--- config.mk ---
export PLATFORM = sky130hd
export DESIGN_NAME = tbase_wdt
export DESIGN_NICKNAME = d
export VERILOG_FILES = /design/src/rtl/tbase_wdt_pkg.sv /design/src/rtl/tbase_wdt_counter.sv /design/src/rtl/tbase_wdt_arming.sv /design/src/rtl/tbase_wdt_flags.sv /design/src/rtl/tbase_wdt.sv
export SDC_FILE = /design/constraint.sdc
export NUM_CORES = 1
export LEC_CHECK = 0
export BUFFER_PORTS_ARGS = -buffer_cell sky130_fd_sc_hd__buf_2
export CAP_MARGIN = 20
export CORE_MARGIN = 2
export CORE_UTILIZATION = 52
export CTS_CLUSTER_DIAMETER = 30
export DETAILED_ROUTE_END_ITERATION = 10
export PLACE_DENSITY = 0.79
export SKIP_LAST_GASP = 1
export SLEW_MARGIN = 15
export SYNTH_ARGS = -nofsm -noshare
export SYNTH_HDL_FRONTEND = slang
export SYNTH_SLANG_ARGS = --single-unit
--- constraint.sdc ---
create_clock -name clk_i -period 2.3 [get_ports clk_i]
set_input_delay 0.46 -clock clk_i [delete_from_list [all_inputs] [get_ports clk_i]]
set_output_delay 0.46 -clock clk_i [all_outputs]
set_load 0.005 [all_outputs]
--- src/rtl/tbase_wdt_pkg.sv ---
package tbase_wdt_pkg;

    localparam int unsigned DATA_W = 32;
    localparam int unsigned TB_W   = 32;

    // Bit positions inside the first control/status word (software visible).
    localparam int unsigned BIT_SEEN   = 3;
    localparam int unsigned BIT_PEND   = 2;
    localparam int unsigned BIT_ARM_A  = 1;
    localparam int unsigned BIT_ARM_BM = 0;
    // Bit position inside the second control/status word.
    localparam int unsigned BIT_ARM_B  = 0;

    typedef enum logic [1:0] {
        SEL_CSR0  = 2'd0,
        SEL_CSR1  = 2'd1,
        SEL_TBASE = 2'd2,
        SEL_NONE  = 2'd3
    } reg_sel_e;

    typedef struct packed {
        logic rst_seen;
        logic pending;
    } wd_flags_t;

    typedef struct packed {
        logic arm_a;
        logic arm_b;
    } wd_arm_t;

    function automatic logic [DATA_W-1:0] csr0_image(input wd_flags_t f, input wd_arm_t a);
        logic [DATA_W-1:0] v;
        v = '0;
        v[BIT_SEEN]   = f.rst_seen;
        v[BIT_PEND]   = f.pending;
        v[BIT_ARM_A]  = a.arm_a;
        v[BIT_ARM_BM] = a.arm_b;
        return v;
    endfunction

    function automatic logic [DATA_W-1:0] csr1_image(input wd_arm_t a);
        logic [DATA_W-1:0] v;
        v = '0;
        v[BIT_ARM_B] = a.arm_b;
        return v;
    endfunction

endpackage

--- src/rtl/tbase_wdt_counter.sv ---
module tbase_wdt_counter
    import tbase_wdt_pkg::*;
#(
    parameter int unsigned INTERVAL_LOG2 = 16
) (
    input  logic            clk_i,
    input  logic            rst_i,
    output logic [TB_W-1:0] count_o,
    output logic            wrap_next_o
);

    localparam logic [INTERVAL_LOG2-1:0] LOW_ONES = '1;

    logic [TB_W-1:0] count_q;

    always_ff @(posedge clk_i) begin
        if (rst_i) begin
            count_q <= '0;
        end else begin
            count_q <= count_q + TB_W'(1);
        end
    end

    // The next edge carries the low field from all ones to zero.
    assign wrap_next_o = (count_q[INTERVAL_LOG2-1:0] == LOW_ONES);
    assign count_o     = count_q;

endmodule

--- src/rtl/tbase_wdt_arming.sv ---
module tbase_wdt_arming
    import tbase_wdt_pkg::*;
#(
    parameter bit ENABLE_ONCE = 1'b0
) (
    input  logic    clk_i,
    input  logic    rst_i,
    input  logic    csr0_wr_i,
    input  logic    csr1_wr_i,
    input  logic    arm_a_bit_i,
    input  logic    arm_b_bit_i,
    output wd_arm_t arm_o,
    output logic    running_o
);

    wd_arm_t arm_q;
    wd_arm_t arm_d;
    logic    frozen;

    // In lock mode the live "both armed" state itself is the lock.
    assign frozen = ENABLE_ONCE && arm_q.arm_a && arm_q.arm_b;

    always_comb begin
        arm_d = arm_q;
        if (!frozen) begin
            if (csr0_wr_i) arm_d.arm_a = arm_a_bit_i;
            if (csr1_wr_i) arm_d.arm_b = arm_b_bit_i;
        end
    end

    always_ff @(posedge clk_i) begin
        if (rst_i) begin
            arm_q <= '0;
        end else begin
            arm_q <= arm_d;
        end
    end

    assign arm_o     = arm_q;
    assign running_o = arm_q.arm_a & arm_q.arm_b;

    generate
        if (ENABLE_ONCE) begin : g_lock_chk
            // a fully armed watchdog stays armed.
            a_r10_stays_armed: assert property (@(posedge clk_i) disable iff (rst_i)
                running_o |=> running_o);
        end
    endgenerate

endmodule

--- src/rtl/tbase_wdt_flags.sv ---
module tbase_wdt_flags
    import tbase_wdt_pkg::*;
(
    input  logic      clk_i,
    input  logic      rst_i,
    input  logic      running_i,
    input  logic      wrap_next_i,
    input  logic      csr0_wr_i,
    input  logic      pend_bit_i,
    input  logic      seen_bit_i,
    output wd_flags_t flags_o,
    output logic      fire_o
);

    wd_flags_t flags_q;
    wd_flags_t flags_d;
    logic      fire_q;
    logic      expiry;
    logic      kick;
    logic      clear_seen;
    logic      pend_left;
    logic      fire_d;

    always_comb begin
        expiry     = running_i & wrap_next_i;
        kick       = csr0_wr_i & pend_bit_i;
        clear_seen = csr0_wr_i & seen_bit_i;
        // A same-cycle keepalive is served before the expiry is judged.
        pend_left  = flags_q.pending & ~kick;
        fire_d     = expiry & pend_left;
        flags_d.pending  = expiry | pend_left;
        // Hardware setting wins over a same-cycle software clear.
        flags_d.rst_seen = fire_d | (flags_q.rst_seen & ~clear_seen);
    end

    always_ff @(posedge clk_i) begin
        if (rst_i) begin
            flags_q <= '0;
            fire_q  <= 1'b0;
        end else begin
            flags_q <= flags_d;
            fire_q  <= fire_d;
        end
    end

    assign flags_o = flags_q;
    assign fire_o  = fire_q;

    // every reset request is accompanied by the latched status.
    a_r6_fire_latched: assert property (@(posedge clk_i) disable iff (rst_i)
        fire_o |-> flags_o.rst_seen);

    // the request lasts a single cycle.
    a_r6_single_cycle: assert property (@(posedge clk_i) disable iff (rst_i)
        fire_o |=> !fire_o);

    // the first expiry only arms the pending flag.
    a_r4_first_quiet: assert property (@(posedge clk_i) disable iff (rst_i)
        $rose(flags_o.pending) |-> !fire_o);

    // nothing advances while disarmed.
    a_r3_idle_frozen: assert property (@(posedge clk_i) disable iff (rst_i)
        !running_i |=> (!fire_o && !$rose(flags_o.pending)));

    // the status flag only drops on an explicit clear.
    a_r9_sticky: assert property (@(posedge clk_i) disable iff (rst_i)
        (flags_o.rst_seen && !(csr0_wr_i && seen_bit_i)) |=> flags_o.rst_seen);

endmodule

--- src/rtl/tbase_wdt.sv ---
module tbase_wdt
    import tbase_wdt_pkg::*;
#(
    parameter int unsigned INTERVAL_LOG2 = 16,
    parameter bit          ENABLE_ONCE   = 1'b0,
    parameter int unsigned ADDR_W        = 8
) (
    input  logic              clk_i,
    input  logic              rst_i,
    input  logic [ADDR_W-1:0] addr_i,
    input  logic              wr_en_i,
    input  logic [DATA_W-1:0] wdata_i,
    input  logic              rd_en_i,
    output logic [DATA_W-1:0] rdata_o,
    output logic              warn_irq_o,
    output logic              reset_req_o
);

    reg_sel_e          sel;
    logic              csr0_wr;
    logic              csr1_wr;
    logic [TB_W-1:0]   tb_count;
    logic              wrap_next;
    wd_arm_t           arm;
    logic              running;
    wd_flags_t         flags;
    logic              fire;
    logic [DATA_W-1:0] rdata_q;
    logic              unused_bits;

    // Word decode: bits above the register window must be zero.
    always_comb begin
        if (addr_i[ADDR_W-1:4] == '0) begin
            sel = reg_sel_e'(addr_i[3:2]);
        end else begin
            sel = SEL_NONE;
        end
    end

    assign csr0_wr     = wr_en_i && (sel == SEL_CSR0);
    assign csr1_wr     = wr_en_i && (sel == SEL_CSR1);
    assign unused_bits = ^{wdata_i[DATA_W-1:4], addr_i[1:0]};

    tbase_wdt_counter #(
        .INTERVAL_LOG2 (INTERVAL_LOG2)
    ) u_counter (
        .clk_i       (clk_i),
        .rst_i       (rst_i),
        .count_o     (tb_count),
        .wrap_next_o (wrap_next)
    );

    tbase_wdt_arming #(
        .ENABLE_ONCE (ENABLE_ONCE)
    ) u_arming (
        .clk_i       (clk_i),
        .rst_i       (rst_i),
        .csr0_wr_i   (csr0_wr),
        .csr1_wr_i   (csr1_wr),
        .arm_a_bit_i (wdata_i[BIT_ARM_A]),
        .arm_b_bit_i (wdata_i[BIT_ARM_B]),
        .arm_o       (arm),
        .running_o   (running)
    );

    tbase_wdt_flags u_flags (
        .clk_i       (clk_i),
        .rst_i       (rst_i),
        .running_i   (running),
        .wrap_next_i (wrap_next),
        .csr0_wr_i   (csr0_wr),
        .pend_bit_i  (wdata_i[BIT_PEND]),
        .seen_bit_i  (wdata_i[BIT_SEEN]),
        .flags_o     (flags),
        .fire_o      (fire)
    );

    always_ff @(posedge clk_i) begin
        if (rst_i) begin
            rdata_q <= '0;
        end else if (rd_en_i) begin
            unique case (sel)
                SEL_CSR0:  rdata_q <= csr0_image(flags, arm);
                SEL_CSR1:  rdata_q <= csr1_image(arm);
                SEL_TBASE: rdata_q <= tb_count;
                default:   rdata_q <= '0;
            endcase
        end
    end

    assign rdata_o     = rdata_q;
    assign warn_irq_o  = flags.pending & running;
    assign reset_req_o = fire;

    // a reset request only follows an interval wrap of the timebase.
    a_r4_fire_on_wrap: assert property (@(posedge clk_i) disable iff (rst_i)
        reset_req_o |-> (tb_count[INTERVAL_LOG2-1:0] == '0));

    // read data only moves after a read strobe.
    a_r11_rdata_hold: assert property (@(posedge clk_i) disable iff (rst_i)
        !$past(rd_en_i) |-> $stable(rdata_o));

endmodule

==> results.cfg, run 1 <==
[outcome]
run_status = finished, final reports clean

[timing]
slew_viol_final = 0
fin_crit_sh = 0.914
timing.hold.ws_ps = 364
report.final.hold_viol_count = 0
setup_violations = 0
timing_worst_slew_pin_value_ps = 729
fin_worst_skew_ps = 6.73
fin_tns_setup_ps = 0
max_clock_freq_mhz = 475
rsz0062_at_grt = no
post-route-min-period_ps = 2100
relSlewSlack = 0.509

[die]
die_area_mm2 = 0.00647
placementRows = 27
start_util = 0.545
die_height_um = 80.5
io_pins = 78
design.core.area_mm2 = 0.00557
floorplan.die.width_um = 80.5

[route]
wirelength_um = 6660
detailroute.via_count = 2696
drc = 0
detailedRoute.firstPassIterationCount = 4
avgRoutedWirePerCell_um = 14.0
postRouteAntennaNets = 0
drt_iter0_markers = 140
drt-vias-per-instance = 5.68

[power_and_ir_drop]
irDropWorstVdd_mv = 0.403
total_power_mw = 2.16
pwr_density_cell_mw_per_mm2 = 616
power.static_leakage_nw = 1.33

[placed_design]
place.detailed.hpwl_um = 4570
numPortBuffers = 47
dpl_cell_area_mm2 = 0.00332
place_inst = 460
place.gp.congestion = 0.834

[worst_setup_path]
worst-r2r-cell-count = 5
critPathArrivalTime_ps = 2330
worst-endpoint-required_ps = 2530
startpoint_type = flop
worstSetupEndpointType = flop
path_class = reg -> reg
path_max_fanout = 5
crit-reg2reg-capture = u_counter.count_o[30]
reg2reg_setup_slack_ps = 200
regToRegStartpoint = u_counter.count_o[0]

[global_routing]
via_count_of_the_first_global_routing_pass = 2449
maximum_number_of_pins_on_one_net_before_global_route_repair = 33
antenna_violations_before_repair = 0
total_grt_overflow = 0
globalRouteTotalUtil = 0.218
grt_first_pass_wirelength_um = 11000

[clocking]
root_buffer = sky130_fd_sc_hd__clkbuf_8
clk-insertion-delay-late_ps = 340
clockBufferDepth = 2
cts_inserted_buffers = 9
holdBufCountCts = 0
number_of_sinks_on_the_clock_net = 69
tritoncts = done
post_cts_setup_repair_buffer_count = 0
h_tree_depth = 3
clock_pin_slew_worst_setup_and_hold_paths_ps = 70

[yosys]
distinct_cell_type_count_of_the_synthesized_netlist = 41
synthCells = 357
ys_async_sr_fraction = 0
sequential_cell_area_fraction_in_the_yosys_report = 0.454
synthesis.area_per_instance_um2 = 8.52
synth_enable_flop_cells = 0
number_of_warnings_reported_in_the_yosys_synthesis_log = 0
postSynthNetCount = 402
number_of_synthesized_register_bits = 69
synth_ff_type = sky130_fd_sc_hd__dfxtp_1
syn-cell-area_mm2 = 0.00304

[final_layout]
final_cell_mix = 69 x sky130_fd_sc_hd__dfxtp_1, 52 x sky130_fd_sc_hd__nor2_1, 49 x sky130_fd_sc_hd__a21oi_1
final_common_cell = sky130_fd_sc_hd__dfxtp_1
post_layout_nonfiller_instances = 475
num_antenna_cells = 0
post_route_cells_drive_above_1_share = 0.201
area_growth_pct = 15.4
finalInstanceArea_mm2 = 0.00351
fin_nets = 444

[min_path]
min_path_cells = 3
hold-path-endpoint = u_arming.arm_o[0]
hold_path.startpoint = wdata_i[0]
holdCritPathClass = in -> reg

[run]
drv_cap = 0
kinds of logic (layout without fill, tap and decap cells):
family,after synthesis,count (layout),synth area share
adders and majority gates,1,1,0.00411
and+or+nand+nor,170,170,0.315
AOI/OAI and AO/OA,69,69,0.130
DFF,69,69,0.454
buffers and inverters,30,76,0.0407
xor gates and xnor gates,12,12,0.0346
muxes,6,6,0.0214
critical path, cell delays in order (launching register included):
cell	delay [ps]
sky130_fd_sc_hd__dfxtp_1	400
sky130_fd_sc_hd__ha_1	270
sky130_fd_sc_hd__nand4_1	200
sky130_fd_sc_hd__or4_1	500
sky130_fd_sc_hd__nor4_2	260
sky130_fd_sc_hd__mux2_2	370
cell type report:
type | instances | area, um^2
fillers | 494 | 2070
multi-input cells | 258 | 1540
flip-flops and latches | 69 | 1380
repair buffers | 55 | 295
clock buffers | 14 | 173
well taps | 72 | 90.1
inverters | 6 | 22.5
clock inverters | 1 | 5.00
cells in the mapped netlist (4+ instances only):
library cell | count | area (um^2)
sky130_fd_sc_hd__dfxtp_1 | 69 | 1380
sky130_fd_sc_hd__nor2_1 | 52 | 195
sky130_fd_sc_hd__a21oi_1 | 49 | 245
sky130_fd_sc_hd__nor2b_1 | 34 | 213
sky130_fd_sc_hd__or4_1 | 14 | 105
sky130_fd_sc_hd__clkbuf_1 | 13 | 48.8
sky130_fd_sc_hd__nand3_1 | 13 | 65.1
sky130_fd_sc_hd__nand2_1 | 12 | 45.0
sky130_fd_sc_hd__nand4_1 | 11 | 68.8
sky130_fd_sc_hd__o31ai_1 | 10 | 75.1
sky130_fd_sc_hd__buf_1 | 7 | 26.3
sky130_fd_sc_hd__inv_1 | 6 | 22.5
sky130_fd_sc_hd__nor4_1 | 6 | 37.5
sky130_fd_sc_hd__or3_1 | 6 | 37.5
sky130_fd_sc_hd__xnor2_1 | 6 | 52.6
sky130_fd_sc_hd__xor2_1 | 6 | 52.6
sky130_fd_sc_hd__mux2_2 | 4 | 45.0
through the flow:
| stage | setup WS, ps | utilization |
|---|---|---|
| finish | 197 | 0.629 |
| global route | 54.6 | 0.629 |
| CTS | 152 | 0.628 |
| detailed placement | 226 | 0.596 |
| global placement | 246 | 0.596 |
| floorplan | 400 | - |
flip-flops by register name, summed over array words and instances (netlist names):
name,count
u_flags.fire_o,1
u_flags.flags_o,2
u_counter.count_o,32
u_arming.arm_o,2
rdata_o,32
worst max-delay path by stage:
stage / startpoint / to / slack [ps]
2_1_floorplan: u_counter.count_o[0] / u_counter.count_o[30] / 400
3_3_place_gp: u_counter.count_o[0] / u_counter.count_o[30] / 250
3_5_place_dp: addr_i[7] / rdata_o[13] / 230
4_1_cts: u_counter.count_o[0] / u_counter.count_o[30] / 150
5_1_grt: u_counter.count_o[0] / u_counter.count_o[30] / 50
6_report: u_counter.count_o[0] / u_counter.count_o[30] / 200
report_power, final:
part | total, mW | internal, mW | switching, mW | leakage [nW]
Combinational | 0.0629 | 0.0214 | 0.0416 | 0.685
Sequential | 1.21 | 1.20 | 0.00623 | 0.556
Clock | 0.891 | 0.473 | 0.418 | 0.0926
timing repair:
action	4_1_cts	5_1_grt
gates resized for setup	0	1
endpoints found under the hold margin	0	0
setup endpoints to repair	0	1
routing by layer:
| layer | part of all wire | wire, um | vias up | GRT usage |
|---|---|---|---|---|
| li1 | - | - | 1344 | - |
| met3 | 0.051 | 342 | 10 | 0.0303 |
| met2 | 0.46 | 3040 | 72 | 0.344 |
| met4 | 0.018 | 123 | 0 | 0.105 |
| met5 | 0 | 0 | - | 0 |
| met1 | 0.47 | 3150 | 1270 | 0.293 |
Power figures use the tool's default switching activity.
==> run 2, diff against run 1 <==
--- a/config.mk
+++ b/config.mk
@@ -7,11 +7,12 @@
 export LEC_CHECK = 0
 export BUFFER_PORTS_ARGS = -buffer_cell sky130_fd_sc_hd__buf_2
 export CAP_MARGIN = 20
+export CORE_ASPECT_RATIO = 0.7
 export CORE_MARGIN = 2
 export CORE_UTILIZATION = 52
 export CTS_CLUSTER_DIAMETER = 30
 export DETAILED_ROUTE_END_ITERATION = 10
-export PLACE_DENSITY = 0.79
+export PLACE_DENSITY_LB_ADDON = 0.2
 export SKIP_LAST_GASP = 1
 export SLEW_MARGIN = 15
 export SYNTH_ARGS = -nofsm -noshare
==> run 2 against run 1 <==
Net effect: cell count rose by 1.1%; sequential share of layout area decreased by 0.40 points; via count down 3.7%; total power grew 6.7%; clock skew about the same; critical path depth did not move.
==> results.cfg, run 2 (same netlist as run 1, synthesis figures left out) <==
[power_and_ir_drop]
pwr_density_cell_mw_per_mm2 = 650
power.static_leakage_nw = 1.36
irDropWorstVdd_mv = 0.454
total_power_mw = 2.30

[die]
die_area_mm2 = 0.00648
start_util = 0.534
die_height_um = 68.0
io_pins = 78
design.core.area_mm2 = 0.00570
floorplan.die.width_um = 95.4
placementRows = 23

[global_routing]
maximum_number_of_pins_on_one_net_before_global_route_repair = 39
globalRouteTotalUtil = 0.217
antenna_violations_before_repair = 0
groute.layer.met3.usage = 0.0771
globalRoute.busiestLayer = met2
via_count_of_the_first_global_routing_pass = 2283
grt_first_pass_wirelength_um = 10800
total_grt_overflow = 0
global_route.usage.met1 = 0.309
global_routing_met2_resource_utilization = 0.316

[timing]
report.final.hold_viol_count = 0
setup_violations = 0
fin_crit_sh = 0.873
slew_viol_final = 0
timing.hold.ws_ps = 358
rsz0062_at_grt = no
max_clock_freq_mhz = 498
fin_tns_setup_ps = 0
relSlewSlack = 0.553
timing_worst_slew_pin_value_ps = 665
fin_worst_skew_ps = 6.95
post-route-min-period_ps = 2010

[final_layout]
area_growth_pct = 16.6
final_common_cell = sky130_fd_sc_hd__dfxtp_1
post_route_cells_drive_above_1_share = 0.207
n_fill_cell = 519
final_cell_mix = 69 x sky130_fd_sc_hd__dfxtp_1, 52 x sky130_fd_sc_hd__nor2_1, 49 x sky130_fd_sc_hd__a21oi_1
num_antenna_cells = 0
fin_nets = 445

[worst_setup_path]
slowest_delay_ps = 480
critical_path.slowest_cell = sky130_fd_sc_hd__or4_1
worst_setup_path_startpoint = u_counter.count_o[0]
path_class = reg -> reg
regToRegStartpoint = u_counter.count_o[0]
path_max_fanout = 5
worst-endpoint-required_ps = 2540
timing.critical_path.cells = ha_1 > nand4_1 > or4_1 > nor4_1 > mux2_2
startpoint_type = flop
worstSetupEndpointType = flop
critPathArrivalTime_ps = 2250

[route]
drt_iter0_markers = 97
detailroute.via_count = 2596
drc = 0
wirelength_um = 6670
detailedRoute.firstPassIterationCount = 4
avgRoutedWirePerCell_um = 13.9
drt-vias-per-instance = 5.41
postRouteAntennaNets = 0

[clocking]
clock_pin_slew_worst_setup_and_hold_paths_ps = 80
tritoncts = done
clockBufferDepth = 2
number_of_sinks_on_the_clock_net = 69
cts_inserted_buffers = 9
ctsResizeCount = 0
holdBufCountCts = 0
post_cts_setup_repair_buffer_count = 0
h_tree_depth = 3
clk-insertion-delay-late_ps = 350
root_buffer = sky130_fd_sc_hd__clkbuf_8

[min_path]
holdCritPathClass = in -> reg
hold_path.startpoint = wdata_i[1]

[run]
drv_cap = 0

[placed_design]
place.gp.congestion = 0.817
place.detailed.hpwl_um = 4480
numPortBuffers = 47

[outcome]
run_status = finished, final reports clean
run 2: critical path: cells and delay by family, from the launching register on:
family                     cells  cell delay, ps
muxes                          1             370
and+or+nand+nor                3             940
adders and majority gates      1             190
DFF                            1             400
run 2: final cells by class:
cell class | count | area [um^2] | share of cell area
clock buffer | 11 | 151 | 0.0427
clock inverter | 5 | 57.6 | 0.0162
inverter | 6 | 22.5 | 0.00635
multi-input combinational | 258 | 1540 | 0.433
sequential | 69 | 1380 | 0.390
tap | 75 | 93.8 | 0.0265
timing repair buffer | 56 | 303 | 0.0854
run 2: per-stage QoR:
step	cells	cell area (um^2)	util	worst slack (ps)
floorplan	357	3040	-	400
global placement	464	3340	0.585	306
detailed placement	464	3340	0.585	284
CTS	480	3540	0.622	299
global route	480	3540	0.622	177
finish	480	3540	0.622	293
run 2: final timing paths:
path,end,slack (ps),depth (start not counted)
max,u_counter.count_o[30],290,5
min,u_arming.arm_o[1],360,3
max reg2reg,u_counter.count_o[30],290,5
min reg2reg,rdata_o[0],480,2
run 2: power by group:
group / internal, mW / switching (mW) / leakage, nW
clock: 0.562 / 0.473 / 0.110
sequential: 1.20 / 0.00688 / 0.556
combinational: 0.0223 / 0.0418 / 0.691
total: 1.78 / 0.521 / 1.36
run 2: per-layer routing:
metal	share of wire	wire [um]
met5	0	0
met4	0.0064	43
met3	0.070	466
met2	0.40	2660
met1	0.53	3500
